**config.mk**
```make
export PLATFORM = sky130hd
export DESIGN_NAME = tmr_bank
export DESIGN_NICKNAME = d
export VERILOG_FILES = /design/src/rtl/tmr_pkg.sv /design/src/rtl/tmr_prescale.sv /design/src/rtl/tmr_channel.sv /design/src/rtl/tmr_bank.sv
export SDC_FILE = /design/constraint.sdc
export NUM_CORES = 1
export LEC_CHECK = 0
export BUFFER_PORTS_ARGS = -buffer_cell sky130_fd_sc_hd__buf_2
export CAP_MARGIN = 5
export CORE_MARGIN = 2
export CORE_UTILIZATION = 38
export CTS_CLUSTER_SIZE = 16
export DETAILED_ROUTE_END_ITERATION = 7
export PLACE_DENSITY = 0.62
export SYNTH_ARGS = -nofsm -noshare
export SYNTH_HDL_FRONTEND = slang
export SYNTH_SLANG_ARGS = --single-unit
```
**constraint.sdc**
```tcl
create_clock -name clk -period 5 [get_ports clk]
set_input_delay 0.75 -clock clk [delete_from_list [all_inputs] [get_ports clk]]
set_output_delay 0.75 -clock clk [all_outputs]
set_load 0.01 [all_outputs]
```
**src/rtl/tmr_pkg.sv**
```systemverilog
package tmr_pkg;
   localparam int DATA_W   = 32;
   localparam int PRE_W    = 8;
   localparam int BIT_EN   = 30;
   localparam int BIT_IE   = 29;
   localparam int MODE_HI  = 28;
   localparam int MODE_LO  = 27;
   localparam int OFF_CTL  = 0;
   localparam int OFF_INIT = 1;
   localparam int OFF_CNT  = 2;

   typedef enum logic [1:0] {
      MODE_ONESHOT  = 2'b00,
      MODE_PERIODIC = 2'b01
   } tmr_mode_e;
endpackage

```
**src/rtl/tmr_prescale.sv**
```systemverilog
module tmr_prescale #(
   parameter int PRE_W = 8
) (
   input  logic             clk,
   input  logic             rst_n,
   input  logic             run,
   input  logic             restart,
   input  logic [PRE_W-1:0] div,
   output logic             tick
);
   logic [PRE_W-1:0] phase_q;

   assign tick = run && !restart && (phase_q >= div);

   always_ff @(posedge clk or negedge rst_n) begin
      if (!rst_n)                        phase_q <= '0;
      else if (!run || restart || tick)  phase_q <= '0;
      else                               phase_q <= phase_q + 1'b1;
   end

   // an idle divider always starts from phase zero
   a_r2_idle_phase: assert property (@(posedge clk) disable iff (!rst_n)
      !run |=> phase_q == '0);
endmodule

```
**src/rtl/tmr_channel.sv**
```systemverilog
module tmr_channel
   import tmr_pkg::*;
#(
   parameter int CNT_W = 24
) (
   input  logic              clk,
   input  logic              rst_n,
   input  logic              ctl_we,
   input  logic              init_we,
   input  logic [DATA_W-1:0] wdata,
   output logic [DATA_W-1:0] ctl_word,
   output logic [CNT_W-1:0]  init_val,
   output logic [CNT_W-1:0]  count,
   output logic              ie,
   output logic              expire
);
   logic [PRE_W-1:0] pre_q;
   logic [1:0]       mode_q;
   logic             ie_q, en_q;
   logic [CNT_W-1:0] init_q, cnt_q;
   logic             load, halt, tick, step, periodic;
   logic [CNT_W-1:0] load_val;
   logic             unused_wbits;

   assign unused_wbits = ^wdata;
   assign periodic = (mode_q == MODE_PERIODIC);
   assign load     = (ctl_we && !en_q && wdata[BIT_EN]) || (init_we && en_q);
   assign load_val = ctl_we ? init_q : wdata[CNT_W-1:0];
   assign halt     = ctl_we && !wdata[BIT_EN];
   assign step     = tick && !halt;
   assign expire   = step && (cnt_q <= CNT_W'(1));

   tmr_prescale #(.PRE_W(PRE_W)) u_pre (
      .clk(clk), .rst_n(rst_n), .run(en_q), .restart(load),
      .div(pre_q), .tick(tick)
   );

   always_ff @(posedge clk or negedge rst_n) begin
      if (!rst_n) begin
         pre_q  <= '0;
         mode_q <= MODE_ONESHOT;
         ie_q   <= 1'b0;
         en_q   <= 1'b0;
      end else if (ctl_we) begin
         pre_q  <= wdata[PRE_W-1:0];
         mode_q <= wdata[MODE_HI:MODE_LO];
         ie_q   <= wdata[BIT_IE];
         en_q   <= wdata[BIT_EN];
      end else if (expire && !periodic) begin
         en_q   <= 1'b0;
      end
   end

   always_ff @(posedge clk or negedge rst_n) begin
      if (!rst_n)       init_q <= '0;
      else if (init_we) init_q <= wdata[CNT_W-1:0];
   end

   always_ff @(posedge clk or negedge rst_n) begin
      if (!rst_n)      cnt_q <= '0;
      else if (load)   cnt_q <= load_val;
      else if (expire) cnt_q <= periodic ? init_q : '0;
      else if (step)   cnt_q <= cnt_q - 1'b1;
   end

   assign ctl_word = {1'b0, en_q, ie_q, mode_q, {(MODE_LO-PRE_W){1'b0}}, pre_q};
   assign init_val = init_q;
   assign count    = cnt_q;
   assign ie       = ie_q;

   // the count moves only on a divider tick or a load
   a_r2_hold_between_ticks: assert property (@(posedge clk) disable iff (!rst_n)
      (en_q && !ctl_we && !init_we && !tick) |=> $stable(cnt_q));
   // one-shot expiry parks at zero and disables
   a_r3_oneshot_stop: assert property (@(posedge clk) disable iff (!rst_n)
      (expire && !periodic && !ctl_we) |=> (cnt_q == '0) && !en_q);
   // periodic expiry reloads and keeps running
   a_r4_periodic_reload: assert property (@(posedge clk) disable iff (!rst_n)
      (expire && periodic && !ctl_we) |=> (cnt_q == $past(init_q)) && en_q);
   // enable rising edge loads the start value
   a_r5_enable_load: assert property (@(posedge clk) disable iff (!rst_n)
      (ctl_we && !en_q && wdata[BIT_EN]) |=> (cnt_q == $past(init_q)) && en_q);
   // start-value write on a running channel reloads the count
   a_r6_live_reload: assert property (@(posedge clk) disable iff (!rst_n)
      (init_we && en_q) |=> cnt_q == $past(wdata[CNT_W-1:0]));
   // a control write with enable clear stops the channel
   a_r11_stop: assert property (@(posedge clk) disable iff (!rst_n)
      halt |=> !en_q);
endmodule

```
**src/rtl/tmr_bank.sv**
```systemverilog
module tmr_bank
   import tmr_pkg::*;
#(
   parameter int NUM_CH = 5,
   parameter int CNT_W  = 24,
   parameter int ADDR_W = 5
) (
   input  logic              clk,
   input  logic              rst_n,
   input  logic [ADDR_W-1:0] bus_addr,
   input  logic              bus_we,
   input  logic [31:0]       bus_wdata,
   output logic [31:0]       bus_rdata,
   output logic [NUM_CH-1:0] irq
);
   localparam int IDX_W = ADDR_W - 2;
   localparam logic [ADDR_W-1:0] STAT_ADDR = ADDR_W'(4 * NUM_CH);

   if (NUM_CH < 1 || NUM_CH > DATA_W)   $error("NUM_CH out of range");
   if (CNT_W < 2 || CNT_W > DATA_W)     $error("CNT_W out of range");
   if (ADDR_W < 3 || (4 * NUM_CH) >= (1 << ADDR_W)) $error("ADDR_W too small");

   logic [DATA_W-1:0] ctl_rd  [NUM_CH];
   logic [CNT_W-1:0]  init_rd [NUM_CH];
   logic [CNT_W-1:0]  cnt_rd  [NUM_CH];
   logic [NUM_CH-1:0] ie_v, expire_v, stat_q;
   logic              stat_we;

   assign stat_we = bus_we && (bus_addr == STAT_ADDR);

   for (genvar i = 0; i < NUM_CH; i++) begin : g_ch
      logic sel;
      assign sel = (bus_addr[ADDR_W-1:2] == IDX_W'(i));

      tmr_channel #(.CNT_W(CNT_W)) u_ch (
         .clk(clk), .rst_n(rst_n),
         .ctl_we (bus_we && sel && (bus_addr[1:0] == 2'(OFF_CTL))),
         .init_we(bus_we && sel && (bus_addr[1:0] == 2'(OFF_INIT))),
         .wdata(bus_wdata),
         .ctl_word(ctl_rd[i]), .init_val(init_rd[i]), .count(cnt_rd[i]),
         .ie(ie_v[i]), .expire(expire_v[i])
      );

      always_ff @(posedge clk or negedge rst_n) begin
         if (!rst_n)                        stat_q[i] <= 1'b0;
         else if (expire_v[i])              stat_q[i] <= 1'b1;
         else if (stat_we && bus_wdata[i])  stat_q[i] <= 1'b0;
      end

      // expiry always raises the status bit
      a_r7_status_set: assert property (@(posedge clk) disable iff (!rst_n)
         expire_v[i] |=> stat_q[i]);
      // write-one clears when no expiry coincides
      a_r8_w1c: assert property (@(posedge clk) disable iff (!rst_n)
         (stat_we && bus_wdata[i] && !expire_v[i]) |=> !stat_q[i]);
   end

   assign irq = stat_q & ie_v;

   always_comb begin
      bus_rdata = '0;
      if (bus_addr == STAT_ADDR) bus_rdata = DATA_W'(stat_q);
      for (int i = 0; i < NUM_CH; i++) begin
         if (bus_addr[ADDR_W-1:2] == IDX_W'(i)) begin
            case (bus_addr[1:0])
               2'(OFF_CTL):  bus_rdata = ctl_rd[i];
               2'(OFF_INIT): bus_rdata = DATA_W'(init_rd[i]);
               2'(OFF_CNT):  bus_rdata = DATA_W'(cnt_rd[i]);
               default:      bus_rdata = '0;
            endcase
         end
      end
   end
endmodule

```
Word level (Yosys, flattened, before mapping). Index checks and enable logic that the tools add are counted.

Bits in registers: 345. Output and inout bits: 37.

Add/subtract/negate cells: 10. Magnitude comparators: 10. Muxes and demuxes: 61. Bitwise operators: 1. Equal/unequal tests: 12. Reductions and logical operators: 119.

Operators by type and width (number): 24-bit 2-to-1 mux (25); 31-bit case mux with 3 select lines (5); 32-bit 2-to-1 mux (5); 24-bit by 1-bit less-or-equal comparator with 1-bit output (second input constant) (5); 24-bit by 1-bit subtractor with 24-bit output (second input constant) (5); 1-bit logical AND (66); 8-bit by 1-bit adder with 8-bit output (second input constant) (5); 8-bit greater-or-equal comparator (5); 8-bit 2-to-1 mux (5); 1-bit zero test (21); 1-bit 2-to-1 mux (20); 2-bit nonzero test (10); 1-bit logical OR (15); 3-bit nonzero test (5); 2-bit by 1-bit equality test with 1-bit output (second input constant) (6); 3-bit by 2-bit equality test with 1-bit output (second input constant) (2); 5-bit bitwise AND (1); 5-bit equality test (second input constant) (1); 5-bit 2-to-1 mux (1); 3-bit by 1-bit equality test with 1-bit output (second input constant) (1); 3-bit equality test (second input constant) (1); 3-bit zero test (1); 2-bit equality test (second input constant) (1); 2-bit zero test (1).

Depth between registers and ports, before layout.
Depth after elaboration: 14. Mapped depth: 12.

Cells and area by module. From an unflattened synthesis, not the netlist that was laid out.

Cells, all modules: 2656. Area total of the unflattened synthesis: 25243.0 sq um.

By module, submodules not included: tmr_channel (area each 3653.5 sq um, seq. area each 1501.4 sq um, cells an instance 356, instances 5); tmr_bank (area each 4166.5 sq um, seq. area each 125.1 sq um, cells an instance 576, instances 1); tmr_prescale (area each 561.8 sq um, seq. area each 200.2 sq um, cells an instance 60, instances 5).

Worst setup path before layout. No wires, ideal clock.

Path type: in2out. Start: input bus_addr[1]. End: output bus_rdata[5]. Arrival: 2.465 ns. Path buffers: 3. Required time: 4.250 ns. Stages on the path: 9. Slack: 1.785 ns. Cells stage by stage: buf_2 -> inv_1 -> nor2_1 -> clkbuf_1 -> buf_1 -> a21oi_1 -> o22ai_1 -> a31oi_1 -> a21oi_1.

Word-level cells in the longest chain between the ends: 7.

RTL lines: from (decl) (line tmr_bank.sv:10) `input logic [ADDR_W-1:0] bus_addr,`; 2-bit equality test (tied with other cells) (line tmr_bank.sv:65) `case (bus_addr[1:0])`; 31-bit case mux with 3 select lines (line tmr_bank.sv:65); 32-bit 2-to-1 mux (4 in series) (line tmr_bank.sv:64) `if (bus_addr[ADDR_W-1:2] == IDX_W'(i)) begin`; 32-bit 2-to-1 mux * (line tmr_bank.sv:64); to (decl) (line tmr_bank.sv:13) `output logic [31:0] bus_rdata,`.

Every way passes the cells marked *; elsewhere a longest branch is shown, timed or not.

Worst setup path after layout.
Start: input bus_addr[0]. End: output bus_rdata[2].

Word-level cells in the longest chain between the ends: 7.

RTL lines (line): 2-bit equality test (tied with other cells) (tmr_bank.sv:65); 31-bit case mux with 3 select lines or 5-bit 2-to-1 mux (tied branches) (tmr_bank.sv:65, tmr_bank.sv:62); 32-bit 2-to-1 mux (4 in series) (tmr_bank.sv:64); 32-bit 2-to-1 mux * (tmr_bank.sv:64).

Marked as above.

==> results.cfg <==
[clocking]
clk_latency_ns = 0.58
ctsResizeCount = 0
clock_path_buffers = 3
ctsHoldBuffers = 0
cts_buffers = 42
post_cts_buffers = 0
cts_tree = done
clkSinkCount = 345
htreeDepth = 2
clkTransAtPathRegs_ns = 0.06
cts_root_buf = clkbuf_16

[yosys]
synth_most_common_cell = nand2_1
ys_seq_area_share_pct = 38.1
avgSynthCellArea_um2 = 8.24
synth_top_area_cell = dfrtp_1
synth-edff-count = 0
synth_cells = 2748
syn-cell-area_um2 = 22600
ys_ff_latch = 345
synth_top_cell_area_share_pct = 38.1
ys_top_cells_by_count = nand2_1 (570), dfrtp_1 (345), a21oi_1 (241)
synth_flop_cell = dfrtp_1
ys_types = 89
synth_warnings = 0
async_flop_share_pct = 100
synth_area_leaders = dfrtp_1 (38%), nand2_1 (9.5%), a21oi_1 (5.3%)

[worst_setup_path]
reg2reg_slack_ns = 1.75
cp.depth = 8
slowest_delay_ns = 0.60
cp_top_family = buffers and inverters
arrival_ns = 3.32
r2r_start = g_ch[4].u_ch.count[17]$_DFFE_PN0P_
path_cells = buf_2 -> buf_12 -> mux2i_1 -> nor2_1 -> a21oi_1 -> o22ai_1 -> or3_1 -> buf_2
critPathLaunchType = input pin
path_max_fanout = 35
r2r_cells = 5
cp_common_cell = buf_2
crit_end = bus_rdata[2]
worstSetupStartpoint = bus_addr[0]
endpoint_kind = primary output
path_class = in -> out
cp_slowest_cell = buf_2
path_buf_inv = 3
worstReg2RegEnd = g_ch[4].u_ch.en_q$_DFFE_PN0P_
cp.required_ns = 4.25

[timing]
tightest_slew_ns = 1.26
final.setup_skew_ns = 0.0176
slew_headroom_pct = 15.7
fin_crit_sh_pct = 81.4
finalSetupTns_ns = 0
finalSetupViolCount = 0
hold_violations = 0
drv_slew = 0
final.min_clock_period_ns = 4.07
setup_ws_ns = 0.930
timing.hold.ws_ns = 0.204
clock.fmax_mhz = 246
rsz0062_at_grt = no

[power]
p_leak_nw = 11.2
combPwrFrac_pct = 28.9
power_frac_clock_pct = 31.3
p_per_area_nw_per_um2 = 410
p_switching_w = 0.00383
p_int_w = 0.00645
share_seq_of_total_power_pct = 39.8
irDropWorstVdd_mv = 0.319
netSwitchingFraction_pct = 37.2

[detailed_routing]
routedWlPerCell_um = 24.2
wirelength_um = 84900
drtAntennaViolNets = 0
dr.pass1.iters = 6
drtIter0Drc = 2797
drcViolationCount = 0
routed_via_density = 6.20
vias = 21742

[hold_path]
hold_class = in -> async

[placement]
pre_cts_ws_ns = 1.09
placed_area_um2 = 23600
gp_congestion = 0.967
place.detailed.hpwl_um = 57600
port_buffers = 68

[grt]
grt_use_total_pct = 27.4
grt_overflow = 0
grt_max_degree = 114
grt_pass1_wl_um = 129000
grt_pass1_vias = 20541
antenna_found_initial = 2

[flow_run]
cap_violations = 0

[die]
die_w_um = 248
io_pins = 77
die_y_um = 248
start_util_pct = 38.4
rows = 89
die_area_um2 = 61500
core_um2 = 58900

[layout]
drive_gt1_share_pct = 11.9
final_nets = 2798
diodes = 0
post-route-cell-area_um2 = 25000
fillers = 5740
area_growth_pct = 10.7

[status]
outcome = complete, no violations
power by group through the flow:
stage | Clock, W | Sequential, W | Combinational (W)
2_1_floorplan | 0 | 0.00380 | 0.00226
3_3_place_gp | 0 | 0.00408 | 0.00285
3_5_place_dp | 0 | 0.00411 | 0.00292
4_1_cts | 0.00325 | 0.00407 | 0.00293
5_1_grt | 0.00337 | 0.00417 | 0.00329
6_report | 0.00322 | 0.00409 | 0.00297
flip-flops by register name (all words and copies together), names as in the netlist:
| register | cells |
|---|---|
| g_ch.u_ch.u_pre.phase_q | 40 |
| g_ch.u_ch.en_q | 5 |
| g_ch.u_ch.count | 120 |
| g_ch.u_ch.pre_q | 40 |
| g_ch.u_ch.ie | 5 |
| g_ch.u_ch.mode_q | 10 |
| stat_q | 5 |
| g_ch.u_ch.init_val | 120 |
cells by family (layout without fill, tap and decap cells):
logic type	after synthesis	in the layout	share of synthesized area (%)
AND/OR/NAND/NOR	1093	1093	22.3
AO/OA/AOI/OAI	737	737	21.0
flip-flops	345	345	38.1
buffers and inverters	286	267	5.26
multiplexers	123	123	6.05
XOR/XNOR	108	108	4.18
adder cells (fa/ha/maj)	55	55	3.04
other	1	4	0.0166
worst min-delay path by stage:
stage	cells after the start	slack (ns)	startpoint	to
after global placement	2	0.48	g_ch[1].u_ch.mode_q[0]$_DFFE_PN0N_	g_ch[1].u_ch.mode_q[0]$_DFFE_PN0N_
after floorplan	0	0.45	rst_n	g_ch[0].u_ch.count[0]$_DFFE_PN0P_
after CTS	1	0.26	rst_n	g_ch[3].u_ch.u_pre.phase_q[1]$_DFF_PN0_
after detailed placement	1	0.49	g_ch[4].u_ch.pre_q[7]$_DFFE_PN0N_	g_ch[4].u_ch.pre_q[7]$_DFFE_PN0N_
final	1	0.20	rst_n	g_ch[3].u_ch.u_pre.phase_q[1]$_DFF_PN0_
after global routing	1	0.28	rst_n	g_ch[3].u_ch.u_pre.phase_q[1]$_DFF_PN0_
final cells by class:
cell class	count	area (um^2)	area share, %
clock buffers	58	1240	4.97
clock inverters	15	178	0.709
inverters	63	236	0.944
multi-input cells	2120	12900	51.5
flip-flops and latches	345	8630	34.5
well taps	773	967	3.86
repair buffers	131	898	3.59
layout by cell type, fill, tap and decap left out, types with 20 or more instances in the layout:
master,count
buf_2,67
dfrtp_1,345
a221o_1,31
a31oi_1,55
nor2_1,175
nand3_1,113
inv_1,63
xor2_1,53
or4_1,20
xnor2_1,55
nand2_1,570
o22ai_1,44
nor3_1,50
mux2i_1,58
a211oi_1,26
buf_4,57
a211o_1,21
o21ai_0,100
a21oi_1,239
a22oi_1,82
mux2_2,60
nor4_1,28
clkbuf_16,45
a221oi_1,26
ha_1,55
through the flow:
step / instances / total power [W] / util [%]
final: 3505 / 0.0103 / 42.5
after global routing: 3505 / 0.0108 / 42.5
after CTS: 3505 / 0.0103 / 42.5
after detailed placement: 3432 / 0.00703 / 40.1
after global placement: 3432 / 0.00693 / 40.1
after floorplan: 2751 / 0.00606 / -
routing by layer:
| layer | up-vias | wire length [um] | global-route usage (%) |
|---|---|---|---|
| met5 | - | 13 | 0 |
| met4 | 2 | 4010 | 13.0 |
| met3 | 199 | 7770 | 4.50 |
| met2 | 1158 | 36800 | 40.9 |
| met1 | 10653 | 36300 | 38.6 |
| li1 | 9730 | - | - |
(Power assumes the default switching activity.)
